[src/rtl/pmp_chk_pkg.sv]
package pmp_chk_pkg;

   typedef logic [2:0] perm_t;

   localparam perm_t PERM_NONE = 3'b000;
   localparam perm_t PERM_R    = 3'b001;
   localparam perm_t PERM_W    = 3'b010;
   localparam perm_t PERM_X    = 3'b100;

   localparam int CFG_W       = 8;
   localparam int CFG_LOCK    = 7;
   localparam int CFG_MODE_LO = 3;
   localparam int CFG_MODE_HI = 4;

   // Fixed permission tables used while lockdown is active.
   // Index is {lock, R, W, X}.
   function automatic perm_t lockdown_perm(input logic mach, input logic [3:0] idx);
      perm_t p;
      p = PERM_NONE;
      if (mach) begin
         case (idx)
            4'd2, 4'd3, 4'd14: p = PERM_R | PERM_W;
            4'd9, 4'd10:       p = PERM_X;
            4'd11, 4'd13:      p = PERM_R | PERM_X;
            4'd12, 4'd15:      p = PERM_R;
            default:           p = PERM_NONE;
         endcase
      end else begin
         case (idx)
            4'd1, 4'd10, 4'd11: p = PERM_X;
            4'd2, 4'd4, 4'd15:  p = PERM_R;
            4'd3, 4'd6:         p = PERM_R | PERM_W;
            4'd5:               p = PERM_R | PERM_X;
            4'd7:               p = PERM_R | PERM_W | PERM_X;
            default:            p = PERM_NONE;
         endcase
      end
      return p;
   endfunction

endpackage

[src/rtl/pmp_region_cmp.sv]
module pmp_region_cmp #(
   parameter int ADDR_W = 32
) (
   input  logic [ADDR_W-1:0] lo,
   input  logic [ADDR_W-1:0] hi,
   input  logic [ADDR_W-1:0] first_b,
   input  logic [ADDR_W-1:0] last_b,
   input  logic [1:0]        mode,
   output logic              enabled,
   output logic              first_in,
   output logic              last_in
);

   assign enabled  = (mode != 2'b00);
   assign first_in = (first_b >= lo) && (first_b <= hi);
   assign last_in  = (last_b  >= lo) && (last_b  <= hi);

endmodule

[src/rtl/pmp_first_pick.sv]
module pmp_first_pick #(
   parameter int NUM = 4
) (
   input  logic [NUM-1:0] touch,
   output logic [NUM-1:0] sel
);

   logic [NUM:0] seen;

   assign seen[0] = 1'b0;

   for (genvar i = 0; i < NUM; i++) begin : g_chain
      assign seen[i+1] = seen[i] | touch[i];
      assign sel[i]    = touch[i] & ~seen[i];
   end

endmodule

[src/rtl/pmp_rule_perm.sv]
module pmp_rule_perm
   import pmp_chk_pkg::*;
#(
   parameter bit ENHANCED = 1'b1
) (
   input  logic  lock,
   input  perm_t rwx,
   input  logic  mach,
   input  logic  lockdown,
   output perm_t perm
);

   perm_t plain_perm;

   assign plain_perm = (mach && !lock) ? (PERM_R | PERM_W | PERM_X) : rwx;

   if (ENHANCED) begin : g_enh
      always_comb begin
         if (lockdown) perm = lockdown_perm(mach, {lock, rwx[0], rwx[1], rwx[2]});
         else          perm = plain_perm;
      end
   end else begin : g_plain
      logic lockdown_unused;
      assign lockdown_unused = lockdown;
      assign perm = plain_perm;
   end

endmodule

[src/rtl/pmp_perm_check.sv]
module pmp_perm_check
   import pmp_chk_pkg::*;
#(
   parameter int ADDR_W   = 32,
   parameter int NUM_RGN  = 4,
   parameter bit ENHANCED = 1'b1
) (
   input  logic                       clk,
   input  logic                       rst_n,
   input  logic [ADDR_W-1:0]          req_addr,
   input  logic [1:0]                 req_size,
   input  logic [2:0]                 req_perm,
   input  logic                       req_mach,
   input  logic                       sec_lockdown,
   input  logic                       sec_whitelist,
   input  logic [NUM_RGN*ADDR_W-1:0]  rgn_lo,
   input  logic [NUM_RGN*ADDR_W-1:0]  rgn_hi,
   input  logic [NUM_RGN*CFG_W-1:0]   rgn_cfg,
   output logic                       grant,
   output logic [2:0]                 grant_perm
);

   localparam int SPAN_W = 4;

   initial begin : elab_chk
      if (NUM_RGN < 1)  $fatal(1, "pmp_perm_check: NUM_RGN must be at least 1");
      if (ADDR_W < 8)   $fatal(1, "pmp_perm_check: ADDR_W must be at least 8");
   end

   logic [ADDR_W-1:0]  last_b;
   logic [NUM_RGN-1:0] en_v, fin_v, lin_v, touch_v, win_sel;
   logic [NUM_RGN-1:0] lock_v;
   perm_t              rwx_v [NUM_RGN];
   logic               cfg_unused;

   assign last_b = req_addr + ADDR_W'((SPAN_W'(1) << req_size) - SPAN_W'(1));

   for (genvar i = 0; i < NUM_RGN; i++) begin : g_rgn
      pmp_region_cmp #(.ADDR_W(ADDR_W)) u_cmp (
         .lo      (rgn_lo[i*ADDR_W +: ADDR_W]),
         .hi      (rgn_hi[i*ADDR_W +: ADDR_W]),
         .first_b (req_addr),
         .last_b  (last_b),
         .mode    (rgn_cfg[i*CFG_W+CFG_MODE_LO +: 2]),
         .enabled (en_v[i]),
         .first_in(fin_v[i]),
         .last_in (lin_v[i])
      );
      assign touch_v[i] = en_v[i] & (fin_v[i] | lin_v[i]);
      assign lock_v[i]  = rgn_cfg[i*CFG_W + CFG_LOCK];
      assign rwx_v[i]   = rgn_cfg[i*CFG_W +: 3];
   end

   always_comb begin
      cfg_unused = 1'b0;
      for (int i = 0; i < NUM_RGN; i++) cfg_unused = cfg_unused ^ (^rgn_cfg[i*CFG_W+5 +: 2]);
   end

   pmp_first_pick #(.NUM(NUM_RGN)) u_pick (
      .touch(touch_v),
      .sel  (win_sel)
   );

   // And-or multiplex of the deciding region
   logic  win_lock, win_part, any_hit;
   perm_t win_rwx;

   always_comb begin
      win_lock = 1'b0;
      win_rwx  = PERM_NONE;
      win_part = 1'b0;
      for (int i = 0; i < NUM_RGN; i++) begin
         win_lock = win_lock | (win_sel[i] & lock_v[i]);
         win_rwx  = win_rwx  | (win_sel[i] ? rwx_v[i] : PERM_NONE);
         win_part = win_part | (win_sel[i] & (fin_v[i] ^ lin_v[i]));
      end
   end

   assign any_hit = |win_sel;

   perm_t match_perm;

   pmp_rule_perm #(.ENHANCED(ENHANCED)) u_rule (
      .lock    (win_lock),
      .rwx     (win_rwx),
      .mach    (req_mach),
      .lockdown(sec_lockdown),
      .perm    (match_perm)
   );

   // Fallback when nothing matches
   logic  dflt_ok;
   perm_t dflt_perm;
   logic  ld_eff, wl_eff;

   assign ld_eff = ENHANCED & sec_lockdown;
   assign wl_eff = ENHANCED & sec_whitelist;

   always_comb begin
      if (wl_eff) begin
         dflt_ok   = 1'b0;
         dflt_perm = PERM_NONE;
      end else if (ld_eff) begin
         dflt_ok   = req_mach && !req_perm[2];
         dflt_perm = dflt_ok ? (PERM_R | PERM_W) : PERM_NONE;
      end else begin
         dflt_ok   = req_mach;
         dflt_perm = req_mach ? (PERM_R | PERM_W | PERM_X) : PERM_NONE;
      end
   end

   logic  nxt_grant;
   perm_t nxt_perm;

   always_comb begin
      if (!any_hit) begin
         nxt_grant = dflt_ok;
         nxt_perm  = dflt_perm;
      end else if (win_part) begin
         nxt_grant = 1'b0;
         nxt_perm  = PERM_NONE;
      end else begin
         nxt_perm  = match_perm;
         nxt_grant = ((req_perm & match_perm) == req_perm);
      end
   end

   always_ff @(posedge clk or negedge rst_n) begin
      if (!rst_n) begin
         grant      <= 1'b0;
         grant_perm <= PERM_NONE;
      end else begin
         grant      <= nxt_grant;
         grant_perm <= nxt_perm;
      end
   end

   // Assertions
   p_reset_r1: assert property (@(posedge clk) !rst_n |=> (grant == 1'b0 && grant_perm == 3'b000));

   p_pick_onehot_r3: assert property (@(posedge clk) disable iff (!rst_n) $onehot0(win_sel));

   p_pick_lowest_r3: assert property (@(posedge clk) disable iff (!rst_n)
      any_hit |-> (((win_sel - NUM_RGN'(1)) & touch_v) == '0));

   p_pick_any_r13: assert property (@(posedge clk) disable iff (!rst_n)
      (|touch_v) == any_hit);

   p_partial_deny_r4: assert property (@(posedge clk) disable iff (!rst_n)
      (any_hit && win_part) |=> (!grant && grant_perm == 3'b000));

   p_grant_subset_r9: assert property (@(posedge clk) disable iff (!rst_n)
      grant |-> (($past(req_perm) & ~grant_perm) == 3'b000));

   p_whitelist_deny_r10: assert property (@(posedge clk) disable iff (!rst_n)
      (!any_hit && wl_eff) |=> (!grant && grant_perm == 3'b000));

   p_lockdown_exec_r11: assert property (@(posedge clk) disable iff (!rst_n)
      (!any_hit && ld_eff && !wl_eff && req_perm[2]) |=> !grant);

   p_user_default_r12: assert property (@(posedge clk) disable iff (!rst_n)
      (!any_hit && !req_mach) |=> !grant);

endmodule

[config.mk]
export PLATFORM = sky130hd
export DESIGN_NAME = pmp_perm_check
export DESIGN_NICKNAME = d
export VERILOG_FILES = /design/src/rtl/pmp_chk_pkg.sv /design/src/rtl/pmp_region_cmp.sv /design/src/rtl/pmp_first_pick.sv /design/src/rtl/pmp_rule_perm.sv /design/src/rtl/pmp_perm_check.sv
export SDC_FILE = /design/constraint.sdc
export NUM_CORES = 1
export LEC_CHECK = 0
export ABC_AREA = 1
export CORE_MARGIN = 4
export CORE_UTILIZATION = 58
export CTS_CLUSTER_DIAMETER = 40
export CTS_CLUSTER_SIZE = 16
export DETAILED_ROUTE_END_ITERATION = 8
export PLACE_DENSITY = 0.91
export SYNTH_ARGS = -nofsm -noshare
export SYNTH_HDL_FRONTEND = slang
export SYNTH_SLANG_ARGS = --single-unit
export TNS_END_PERCENT = 10
[constraint.sdc]
create_clock -name clk -period 0.8 [get_ports clk]
set_input_delay 0.08 -clock clk [delete_from_list [all_inputs] [get_ports clk]]
set_output_delay 0.08 -clock clk [all_outputs]
set_load 0.05 [all_outputs]
==> results of run 1 <==
-- metal layers --
metal	GRT usage, %	overflow
met2	87.0	64
met4	73.7	42
met1	65.7	1
met5	35.4	1
met3	58.3	1
-- stage by stage --
| stage | instance area [sq um] | std cells |
|---|---|---|
| after floorplan | 14400 | 2124 |
| after global placement | 21100 | 3163 |
| after detailed placement | 21100 | 3163 |
| after CTS | 21500 | 3179 |
-- synthesized netlist by cell type (3+ instances only) --
cell type  number  area share, %
a2111oi_0       3           0.18
a211oi_1       18           0.94
a21o_1         10           0.52
a21oi_1       249            8.7
a21oi_2         4           0.24
a31o_2          6           0.37
a31oi_1        10           0.43
and3_1          6           0.26
dfrtp_1         4           0.70
ha_1          550             48
inv_1         404             11
inv_2           3          0.078
nand2_1       395             10
nand2_2         9           0.39
nand3_1        63            2.2
nand3_2         3           0.21
nand4_1        48            2.1
nor2_1        113            2.9
nor3_1         31            1.1
nor4_1         11           0.48
o2111ai_1      10           0.61
o211ai_1       21            1.1
o21a_1         15           0.78
o21ai_0        57            2.0
o21ai_1         4           0.14
o21bai_1        5           0.26
o221a_2         3           0.23
o221ai_1       14           0.85
xnor2_1         9           0.55
xor2_1         20            1.2
-- cells by family after synthesis --
family / count (synthesis) / synth area share, %
xor gates and xnor gates: 29 / 1.77
DFF: 4 / 0.696
AOI/OAI and AO/OA: 441 / 18.2
buffers and inverters: 408 / 10.6
and+or+nand+nor: 691 / 20.7
adders and majority gates: 551 / 48.0
-- what timing repair did --
action | CTS
pin swaps | 32
cloned | 1
buffers inserted | 12
endpoints found under the setup margin | 8
gates resized for setup | 66
==> impl_metrics.csv, run 1 <==
group,metric,value,unit
outcome,status,"aborted with a tool error",
floorplan,die_y,166,um
outcome,error,"[ERROR GRT-0116] Global routing finished with congestion. Check the congestion regions in the DRC Viewer.",
synthesis,synth_cells,2124,
synthesis,synth_edf_count,0,
synthesis,netlist_area,14400,sq um
global_routing,globalRouteOverflowTotal,109,
placement,finalWeightedCongestion,1.09,
clock_network,cts_htree_levels,1,
clock_network,cts_hold_buf,0,
clock_network,clock-sinks,4,
synthesis,ys_ff_latch,4,
floorplan,start_util,59.0,%
placement,place_ws,-5.76,ns
synthesis,synth_ff_type,"dfrtp_1",
floorplan,core.rowCount,57,
global_routing,grt_first_pass_wirelength,148000,um
outcome,lastStage,"5_1_grt",
floorplan,io_pins,334,
clock_network,cts_buffers,3,
synthesis,yosysSeqAreaShare,0.696,%
synthesis,ys_async_sr_fraction,100,%
synthesis,synth_cell_types,49,
clock_network,cts_max_path_buffers,2,
placement,numPortBuffers,325,
global_routing,grt_max_degree,10,
synthesis,ys_warn_count,0,
floorplan,die_w,166,um
synthesis,synth_nets,3005,
clock_network,clockRootBuffer,"clkbuf_16",
global_routing,grtUsageTotal,70.4,%
placement,dp_hpwl,59600,um
synthesis,avgSynthCellArea,6.77,sq um
global_routing,first_global_vias,25771,
==> run 2: changes to the inputs <==
- CORE_UTILIZATION: 58 -> 40
- CTS_CLUSTER_DIAMETER: 40 -> default
- CTS_CLUSTER_SIZE: 16 -> default
- PLACE_DENSITY: 0.91 -> default
- PLACE_DENSITY_LB_ADDON: default -> 0.15
==> impl_metrics.csv, run 2 <==
group,metric,value,unit
finish,fin_nets,3869,
floorplan,fp.coreArea,35600,sq um
finish,utilization,65.1,%
global_routing,grt_busiest_layer,"met2",
global_routing,antenna_found_initial,6,
pwr,p_sw,12600,uW
clock_network,clk_pin_slew,0.03,ns
synthesis,ys_warn_count,0,
finish,layout_commonest_cell,"ha_1",
finish,top_register,"grant_perm",
global_routing,grt_max_degree,10,
hold_path,hold_class,"input pin to asynchronous set/reset pin",
global_routing,use_met1,39.7,%
timing,slew_violations,0,
finish,reg_top3,"grant_perm (3), grant (1)",
floorplan,dieArea,39100,sq um
outcome,violations,"setup timing",
finish,drive_gt1_share,23.4,%
timing,tns,-16.83,ns
global_routing,grt_first_pass_wirelength,94900,um
timing,whs,0.0627,ns
outcome,status,"finished with violations",
global_routing,globalRouteOverflowTotal,0,
pwr,p_leak,0.0127,uW
synthesis,synth_common_cells,"ha_1 (550), inv_1 (404), nand2_1 (395)",
worst_setup_path,worstPathArrival,5.19,ns
clock_network,cts_max_path_buffers,2,
pwr,peakVddDrop,1.46,mV
synthesis,synth_cells,2124,
worst_setup_path,critPathLaunchType,"input pin",
synthesis,synth_nets,3005,
worst_setup_path,crit_fanout,5,
pwr,p_comb_share,95.5,%
worst_setup_path,end_kind,"flop",
global_routing,use_met2,52.4,%
drt,routed-via-count,18180,
global_routing,grtUsageTotal,30.6,%
synthesis,avgSynthCellArea,6.77,sq um
timing,slew_headroom,57.1,%
synthesis,synth.top_cell.area_share,47.8,%
pwr,power_frac_seq,1.5,%
synthesis,ys_ff_latch,4,
synthesis,synth_ff_type,"dfrtp_1",
timing,min_period,5.03,ns
timing,period_share,629,%
drt,remaining_drc_errors,0,
clock_network,cts_htree_levels,1,
drt,drtAntennaViolNets,0,
job,maxCapViolations,0,
global_routing,first_global_vias,18081,
pwr,p_int,12300,uW
clock_network,tritoncts,"built",
timing,setup-violations-final,8,
worst_setup_path,slowest_stage,"clkdlybuf4s50_1",
floorplan,io_pins,334,
floorplan,die_w,198,um
placement,finalWeightedCongestion,0.989,
worst_setup_path,cpMostUsedCell,"nand2_1",
floorplan,start_util,40.5,%
timing,layout_setup_ws,-4.23,ns
finish,design_area,23200,sq um
finish,largest_register_ffs,3,
synthesis,synth_cell_types,49,
drt,vias_per_cell,5.26,
pwr,netSwitchingFraction,50.5,%
drt,wl,63900,um
worst_setup_path,cpPeakStageDelay,0.58,ns
synthesis,yosysMostFrequentCell,"ha_1",
clock_network,cts_buffers,3,
drt,post_drt_wl_per_cell,18.5,um
floorplan,die_y,198,um
synthesis,ys_top_cells_by_area,"ha_1 (48%), inv_1 (11%), nand2_1 (10%)",
synthesis,yosysSeqAreaShare,0.696,%
finish,area_growth,61.0,%
worst_setup_path,worstSetupPathType,"input pin to flop",
finish,layout_common_cells,"ha_1 (530), buf_4 (520), inv_1 (391)",
clock_network,clock-sinks,4,
drt,drtIter0Drc,1102,
synthesis,synth_area_leader_cell,"ha_1",
pwr,cellPowerDensity,1080,nW/um^2
placement,numPortBuffers,325,
floorplan,core.rowCount,69,
timing,fmax,199,MHz
timing,worst_slew_pin_slew,0.642,ns
global_routing,grt_util_met3,4.67,%
synthesis,netlist_area,14400,sq um
placement,place_ws,-5.41,ns
synthesis,ys_async_sr_fraction,100,%
worst_setup_path,cp.required,0.96,ns
placement,dpl_cell_area,22100,sq um
timing,rsz0062_at_grt,"yes",
placement,dp_hpwl,56000,um
timing,hold_viol,0,
clock_network,clockRootBuffer,"clkbuf_16",
drt,drt_first_pass_iters,5,
pwr,p_clk_share,3.1,%
clock_network,cts_hold_buf,0,
synthesis,synth_edf_count,0,
-- run 2: stage by stage --
stage | std cells | power [uW]
floorplan | 2124 | 11300
global placement | 3411 | 21400
detailed placement | 3411 | 22000
CTS | 3434 | 24000
global route | 3451 | 27500
finish | 3453 | 25000
-- run 2: worst max-delay path: cells and delay by family --
kind / cells / cell delay (ns)
compound gates: 4 / 0.66
xor+xnor: 1 / 0.21
fa+ha+maj: 3 / 0.77
buf+inv: 9 / 1.45
simple gates: 19 / 2.01
-- run 2: final cells by class --
class,count,area (sq um)
multi-input combinational,1713,13500
timing repair buffer,858,7370
sequential,4,100
inverter,408,1550
clock buffer,3,75.1
tap,461,577
antenna,6,15.0
fill,3213,12400
-- run 2: power by group through the flow --
stage / Combinational, uW / Clock [uW] / Sequential (uW)
floorplan: 10700 / 0 / 647
detailed placement: 21600 / 0 / 372
global route: 26400 / 787 / 379
CTS: 22900 / 777 / 371
finish: 23800 / 762 / 371
global placement: 21000 / 0 / 373
-- run 2: worst paths after layout --
| kind | startpoint | end | slack, ns | cells after the start |
|---|---|---|---|---|
| worst max-delay path | req_addr[23] | grant$_DFF_PN0_ | -4.23 | 36 |
| worst min-delay path | rst_n | grant_perm[1]$_DFF_PN0_ | 0.06 | 1 |
| max in group asynchronous | rst_n | grant_perm[2]$_DFF_PN0_ | 0.57 | 1 |
| min in group clk | req_perm[2] | grant$_DFF_PN0_ | 0.54 | 4 |
-- run 2: what timing repair did --
item,CTS,global route
setup buffers,19,13
gates cloned,1,0
setup endpoints to repair,8,8
resized for setup,136,64
pin swaps,50,44
-- run 2: cell families after synthesis --
family	count (synthesis)	synth area share, %
compound gates	441	18.2
xor+xnor	29	1.77
fa+ha+maj	551	48.0
buf+inv	408	10.6
flops	4	0.696
simple gates	691	20.7
-- run 2: routing by layer --
metal  vias up  share of wire [%]
met5         -              0.042
met4         4                3.6
met3       119                6.4
met2       524                 46
met1      8432                 44
li1       9101                  -
(Power assumes the default switching activity.)
